[src/rtl/ctlreg_pkg.sv]
package ctlreg_pkg;

    localparam int DATA_W = 8;

    // register bit positions
    localparam int B_PUP0 = 0;
    localparam int B_WEL  = 1;
    localparam int B_RWEL = 2;
    localparam int B_BP0  = 3;
    localparam int B_BP1  = 4;
    localparam int B_WD0  = 5;
    localparam int B_WD1  = 6;
    localparam int B_PUP1 = 7;

    localparam logic [3:0]        PREAMBLE     = 4'b1011;
    localparam logic [DATA_W-1:0] CMD_SET_WEL  = 8'h02;
    localparam logic [DATA_W-1:0] CMD_SET_RWEL = 8'h06;
    localparam logic [DATA_W-1:0] CMD_DISABLE  = 8'h00;
    localparam logic [DATA_W-1:0] FIELD_MASK   = 8'hF9;

    typedef enum logic [2:0] {
        ST_IDLE,
        ST_SLAVE,
        ST_ADDR,
        ST_DATA,
        ST_HOLD,
        ST_READ,
        ST_SKIP
    } bus_st_e;

endpackage

[src/rtl/prot_ctlreg_seq.sv]
module prot_ctlreg_seq
    import ctlreg_pkg::*;
#(
    parameter logic [1:0] DEV_SEL  = 2'b00,
    parameter logic [8:0] REG_ADDR = 9'h1FF
) (
    input  logic              clk,
    input  logic              rst_n,
    input  logic              ev_start,
    input  logic              ev_stop,
    input  logic              ev_byte_vld,
    input  logic [DATA_W-1:0] ev_byte,
    input  logic              ev_rd_req,
    input  logic              busy,
    input  logic [DATA_W-1:0] cfg,
    output logic              ack_vld,
    output logic              ack_ok,
    output logic              tx_vld,
    output logic [DATA_W-1:0] tx_byte,
    output logic              wr_go,
    output logic [DATA_W-1:0] wr_data
);

    bus_st_e           state_q, state_d;
    logic              a8_q;
    logic [DATA_W-1:0] data_q;
    logic              take;
    logic              keep_data;
    logic              send;
    logic              slave_hit;

    assign slave_hit = (ev_byte[7:4] == PREAMBLE) && (ev_byte[3:2] == DEV_SEL);

    // state register
    always_ff @(posedge clk or negedge rst_n) begin
        if (!rst_n) begin
            state_q <= ST_IDLE;
        end else begin
            state_q <= state_d;
        end
    end

    // next state and decisions
    always_comb begin
        state_d   = state_q;
        take      = 1'b0;
        keep_data = 1'b0;
        send      = 1'b0;
        wr_go     = 1'b0;
        if (ev_start) begin
            state_d = ST_SLAVE;
        end else if (ev_stop) begin
            wr_go   = (state_q == ST_HOLD);
            state_d = ST_IDLE;
        end else if (ev_byte_vld) begin
            unique case (state_q)
                ST_SLAVE: begin
                    if (slave_hit && !busy) begin
                        take    = 1'b1;
                        state_d = ev_byte[0] ? ST_READ : ST_ADDR;
                    end else begin
                        state_d = ST_SKIP;
                    end
                end
                ST_ADDR: begin
                    if ({a8_q, ev_byte} == REG_ADDR && !busy) begin
                        take    = 1'b1;
                        state_d = ST_DATA;
                    end else begin
                        state_d = ST_SKIP;
                    end
                end
                ST_DATA: begin
                    if (!busy) begin
                        take      = 1'b1;
                        keep_data = 1'b1;
                        state_d   = ST_HOLD;
                    end else begin
                        state_d = ST_SKIP;
                    end
                end
                ST_HOLD:  state_d = ST_HOLD;
                ST_READ:  state_d = ST_SKIP;
                ST_IDLE:  state_d = ST_IDLE;
                ST_SKIP:  state_d = ST_SKIP;
                default:  state_d = ST_IDLE;
            endcase
        end else if (ev_rd_req && state_q == ST_READ) begin
            send    = 1'b1;
            state_d = ST_IDLE;
        end
    end

    // captured address bit and data byte
    always_ff @(posedge clk or negedge rst_n) begin
        if (!rst_n) begin
            a8_q   <= 1'b0;
            data_q <= '0;
        end else begin
            if (ev_byte_vld && !ev_start && !ev_stop && state_q == ST_SLAVE) begin
                a8_q <= ev_byte[1];
            end
            if (keep_data) begin
                data_q <= ev_byte;
            end
        end
    end

    // registered outputs
    always_ff @(posedge clk or negedge rst_n) begin
        if (!rst_n) begin
            ack_vld <= 1'b0;
            ack_ok  <= 1'b0;
            tx_vld  <= 1'b0;
            tx_byte <= '0;
        end else begin
            ack_vld <= ev_byte_vld;
            ack_ok  <= take;
            tx_vld  <= send;
            if (send) begin
                tx_byte <= cfg;
            end
        end
    end

    assign wr_data = data_q;

endmodule

[src/rtl/prot_ctlreg_store.sv]
module prot_ctlreg_store
    import ctlreg_pkg::*;
#(
    parameter logic [DATA_W-1:0] RST_CFG = 8'h00
) (
    input  logic              clk,
    input  logic              rst_n,
    input  logic              wr_go,
    input  logic [DATA_W-1:0] wr_data,
    output logic [DATA_W-1:0] cfg,
    output logic              fld_load
);

    localparam logic [DATA_W-1:0] RST_VAL = RST_CFG & FIELD_MASK;

    logic [DATA_W-1:0] cfg_q;
    logic              wel, rwel;

    assign wel      = cfg_q[B_WEL];
    assign rwel     = cfg_q[B_RWEL];
    assign fld_load = wr_go && wel && rwel && wr_data[B_RWEL];

    always_ff @(posedge clk or negedge rst_n) begin
        if (!rst_n) begin
            cfg_q <= RST_VAL;
        end else if (fld_load) begin
            cfg_q <= wr_data & FIELD_MASK;
        end else if (wr_go) begin
            if (wr_data == CMD_SET_WEL) begin
                cfg_q[B_WEL]  <= 1'b1;
                cfg_q[B_RWEL] <= 1'b0;
            end else if (wr_data == CMD_SET_RWEL && wel) begin
                cfg_q[B_RWEL] <= 1'b1;
            end else if (wr_data == CMD_DISABLE) begin
                cfg_q[B_WEL]  <= 1'b0;
                cfg_q[B_RWEL] <= 1'b0;
            end
        end
    end

    assign cfg = cfg_q;

endmodule

[src/rtl/prot_ctlreg_busy.sv]
module prot_ctlreg_busy #(
    parameter int BUSY_CYC = 8
) (
    input  logic clk,
    input  logic rst_n,
    input  logic load,
    output logic busy
);

    localparam int CW = (BUSY_CYC < 1) ? 1 : $clog2(BUSY_CYC + 1);
    localparam logic [CW-1:0] CNT_INIT = CW'(BUSY_CYC);

    logic [CW-1:0] cnt_q;

    always_ff @(posedge clk or negedge rst_n) begin
        if (!rst_n) begin
            cnt_q <= '0;
        end else if (load) begin
            cnt_q <= CNT_INIT;
        end else if (cnt_q != '0) begin
            cnt_q <= cnt_q - 1'b1;
        end
    end

    assign busy = (cnt_q != '0);

endmodule

[src/rtl/prot_ctlreg.sv]
module prot_ctlreg
    import ctlreg_pkg::*;
#(
    parameter logic [1:0]        DEV_SEL  = 2'b00,
    parameter logic [8:0]        REG_ADDR = 9'h1FF,
    parameter int                BUSY_CYC = 8,
    parameter logic [DATA_W-1:0] RST_CFG  = 8'h00
) (
    input  logic              clk,
    input  logic              rst_n,
    input  logic              ev_start,
    input  logic              ev_stop,
    input  logic              ev_byte_vld,
    input  logic [DATA_W-1:0] ev_byte,
    input  logic              ev_rd_req,
    output logic              ack_vld,
    output logic              ack_ok,
    output logic              tx_vld,
    output logic [DATA_W-1:0] tx_byte,
    output logic [1:0]        wd_sel,
    output logic [1:0]        pup_sel,
    output logic [1:0]        bp_sel,
    output logic              busy_o
);

    logic              wr_go_w;
    logic [DATA_W-1:0] wr_data_w;
    logic [DATA_W-1:0] cfg_w;
    logic              fld_load_w;
    logic              busy_w;

    prot_ctlreg_seq #(
        .DEV_SEL  (DEV_SEL),
        .REG_ADDR (REG_ADDR)
    ) u_seq (
        .clk         (clk),
        .rst_n       (rst_n),
        .ev_start    (ev_start),
        .ev_stop     (ev_stop),
        .ev_byte_vld (ev_byte_vld),
        .ev_byte     (ev_byte),
        .ev_rd_req   (ev_rd_req),
        .busy        (busy_w),
        .cfg         (cfg_w),
        .ack_vld     (ack_vld),
        .ack_ok      (ack_ok),
        .tx_vld      (tx_vld),
        .tx_byte     (tx_byte),
        .wr_go       (wr_go_w),
        .wr_data     (wr_data_w)
    );

    prot_ctlreg_store #(
        .RST_CFG (RST_CFG)
    ) u_store (
        .clk      (clk),
        .rst_n    (rst_n),
        .wr_go    (wr_go_w),
        .wr_data  (wr_data_w),
        .cfg      (cfg_w),
        .fld_load (fld_load_w)
    );

    prot_ctlreg_busy #(
        .BUSY_CYC (BUSY_CYC)
    ) u_busy (
        .clk   (clk),
        .rst_n (rst_n),
        .load  (fld_load_w),
        .busy  (busy_w)
    );

    assign wd_sel  = {cfg_w[B_WD1],  cfg_w[B_WD0]};
    assign pup_sel = {cfg_w[B_PUP1], cfg_w[B_PUP0]};
    assign bp_sel  = {cfg_w[B_BP1],  cfg_w[B_BP0]};
    assign busy_o  = busy_w;

endmodule

[config.mk]
export PLATFORM = sky130hd
export DESIGN_NAME = prot_ctlreg
export DESIGN_NICKNAME = d
export VERILOG_FILES = /design/src/rtl/ctlreg_pkg.sv /design/src/rtl/prot_ctlreg_seq.sv /design/src/rtl/prot_ctlreg_store.sv /design/src/rtl/prot_ctlreg_busy.sv /design/src/rtl/prot_ctlreg.sv
export SDC_FILE = /design/constraint.sdc
export NUM_CORES = 1
export LEC_CHECK = 0
export BUFFER_PORTS_ARGS = -buffer_cell sky130_fd_sc_hd__buf_2
export CORE_MARGIN = 10
export CORE_UTILIZATION = 35
export CTS_BUF_LIST = sky130_fd_sc_hd__clkbuf_8
export DETAILED_ROUTE_END_ITERATION = 8
export MAX_ROUTING_LAYER = met4
export PLACE_DENSITY = 0.55
export SYNTH_ARGS = -nofsm -noshare
export SYNTH_HDL_FRONTEND = slang
export SYNTH_SLANG_ARGS = --single-unit
[constraint.sdc]
create_clock -name clk -period 4.3 [get_ports clk]
set_input_delay 1.075 -clock clk [delete_from_list [all_inputs] [get_ports clk]]
set_output_delay 1.075 -clock clk [all_outputs]
set_load 0.1 [all_outputs]
==> impl_metrics.tcl <==
set metrics [dict create \
    drt_iter0_markers 47 \
    cpMaxStageDelayCell "nor3b_2" \
    fp.dieArea_um2 8120 \
    hpwl_um 2820 \
    finalPower_mw 0.678 \
    die_x_um 90.1 \
    yosysSeqAreaShare 0.509 \
    cts_sinks 35 \
    grt_usage 0.0964 \
    cts_tree "built" \
    grt_overflow 0 \
    yosysUniqueCellTypes 45 \
    floorplan.rows 25 \
    setup_viol_count_final 0 \
    grt_pass1_wl_um 6290 \
    relSlewSlack 0.477 \
    h-tree-depth 2 \
    crit_chain "inv_1 -> ha_1 -> nor3b_2 -> inv_1 -> buf_2" \
    layout_commonest_cell "dfrtp_1" \
    final_cell_mix "dfrtp_1 (35), buf_2 (31), mux2_1 (14)" \
    synth_nets 157 \
    worst_ep_required_time_ns 3.22 \
    fin_tns_setup_ns 0 \
    crit_arrival_ns 1.88 \
    yosys_warnings 0 \
    ant_nets 0 \
    ys_seq_elements 35 \
    status "complete, no violations" \
    fin_cells 237 \
    ys.flop_type "dfrtp_1" \
    cp-end-kind "primary output" \
    gp_congestion 0.890 \
    area_growth_pct 15.7 \
    postCtsHoldBufs 0 \
    max_slew.worst_pin.slew_ns 0.785 \
    fin_crit_ns 2.96 \
    cp_slowest_stage_delay_ns 0.48 \
    path_clk_slew_ns 0.08 \
    viasPerCell 5.10 \
    holdWs_ns 0.502 \
    vias 1208 \
    syn-cell-area_um2 1720 \
    insertion_delay_ns 0.28 \
    hold_class "register to register" \
    fin_skew_ns 0.00844 \
    routed_wl_um 3710 \
    nets 184 \
    cts_max_path_buffers 2 \
    boundaryPins 32 \
    synth.avg_cell_area_um2 12.1 \
    coreArea_um2 4750 \
    grt_setup_unrepaired "false" \
    dp_cells 229 \
    cap_violations 0 \
    postSynthCellCount 142 \
    numCtsBuffers 5 \
    critPathLaunchType "register" \
    post-route-period-util 0.687 \
    die_h_um 90.1 \
    cp_common_cell "inv_1" \
    path_class "register to primary output" \
    crit_fanout 8 \
    wl_per_cell_um 15.7 \
    diodes 0 \
    initial_core_util 0.362 \
    ctsResizeCount 0 \
    grt_max_degree 36 \
    antenna_found_initial 0 \
    cts-root-buf "clkbuf_8" \
    io_buffers 31 \
    cts_setup_buffers 0 \
    layout-drive-gt1-share 0.335 \
    fmax_mhz 338 \
    p_leak_nw 1.00 \
    drv_slew 0 \
    synth_edf_count 0 \
    ir_drop_mv 0.125 \
    drcViolationCount 0 \
    async_reset_ff_frac 1.00 \
    grt_pass1_vias 1256 \
    finalHoldViolCount 0 \
    pwr_density_cell_nw_per_um2 340 \
    drtPass1Iterations 4 \
]
## final timing paths
kind / startpoint / endpoint / slack [ns] / cells after the start
setup / recovery: u_busy.cnt_q[0] / busy_o / 1.34 / 5
min in group asynchronous: rst_n / u_seq.tx_vld / 0.86 / 1
hold / removal: u_store.cfg[7] / u_store.cfg[7] / 0.50 / 1
max in group asynchronous: rst_n / u_busy.cnt_q[0] / 2.93 / 1
setup reg to reg: u_busy.cnt_q[0] / u_seq.wr_data[0] / 2.16 / 5
hold reg to reg: u_store.cfg[7] / u_store.cfg[7] / 0.50 / 1
## routing by layer
metal | up-vias | GRT usage | share of wire
met3 | 6 | 0.0366 | 0.047
met1 | 590 | 0.120 | 0.49
met4 | 0 | 0.0358 | 0.017
met5 | - | - | 0
met2 | 37 | 0.138 | 0.45
li1 | 575 | - | -
## worst max-delay path: cells and delay by family (launching register included)
family / cells / cell delay, ns
buffers and inverters: 3 / 0.54
AND/OR/NAND/NOR: 1 / 0.48
adder cells (fa/ha/maj): 1 / 0.20
flip-flops: 1 / 0.37
## sequential cells by signal, summed over array words and instances, names as in the netlist
signal,flops
u_seq.state_q,3
u_seq.a8_q,1
u_seq.tx_byte,8
u_store.cfg,8
u_seq.ack_vld,1
u_seq.ack_ok,1
u_seq.wr_data,8
u_seq.tx_vld,1
u_busy.cnt_q,4
## synthesized netlist by cell type (2+ instances only)
library cell,number,share of area
nand4_1,2,0.0073
o211ai_1,2,0.0087
nor2b_1,3,0.011
nor3b_2,2,0.015
a31oi_1,2,0.0073
nor2_1,6,0.013
o2bb2ai_1,2,0.010
or3_1,2,0.0073
inv_1,4,0.0087
nor3_1,3,0.0087
mux2_2,10,0.065
nor4_1,3,0.011
nand2_1,7,0.015
buf_4,8,0.035
a21oi_1,2,0.0058
nand3_1,3,0.0087
buf_2,2,0.0058
and3_1,2,0.0073
a41oi_1,2,0.010
o21ai_0,3,0.0087
dfrtp_1,35,0.51
mux2_1,14,0.092
## logic make-up (layout without fill, tap and decap cells)
kind of cell | Yosys count | in the layout | share of synthesized area
AOI/OAI and AO/OA | 21 | 21 | 0.102
xor gates and xnor gates | 1 | 1 | 0.00509
adders and majority gates | 1 | 1 | 0.00727
buffers and inverters | 15 | 43 | 0.0560
DFF | 35 | 35 | 0.509
muxes | 24 | 24 | 0.157
and+or+nand+nor | 45 | 45 | 0.164
## final cells by class
class	count	area, µm²
fill	478	2760
sequential	35	876
multi-input combinational	92	749
inverter	4	15.0
tap	67	83.8
timing repair buffer	31	155
clock buffer	5	68.8
clock inverter	3	43.8
## power by group
| part | switching, mW | internal, mW |
|---|---|---|
| combinational | 0.0300 | 0.0159 |
| clock | 0.118 | 0.172 |
| sequential | 0.00653 | 0.335 |
| total | 0.155 | 0.523 |
## stage by stage
| step | worst slack, ns | utilization | cell area, µm² |
|---|---|---|---|
| after global placement | 1.68 | 0.395 | 1880 |
| final | 1.34 | 0.419 | 1990 |
| after detailed placement | 1.58 | 0.395 | 1880 |
| after global routing | 1.11 | 0.419 | 1990 |
| after CTS | 1.31 | 0.419 | 1990 |
| after floorplan | 1.76 | - | 1720 |
Power figures use the tool's default switching activity.
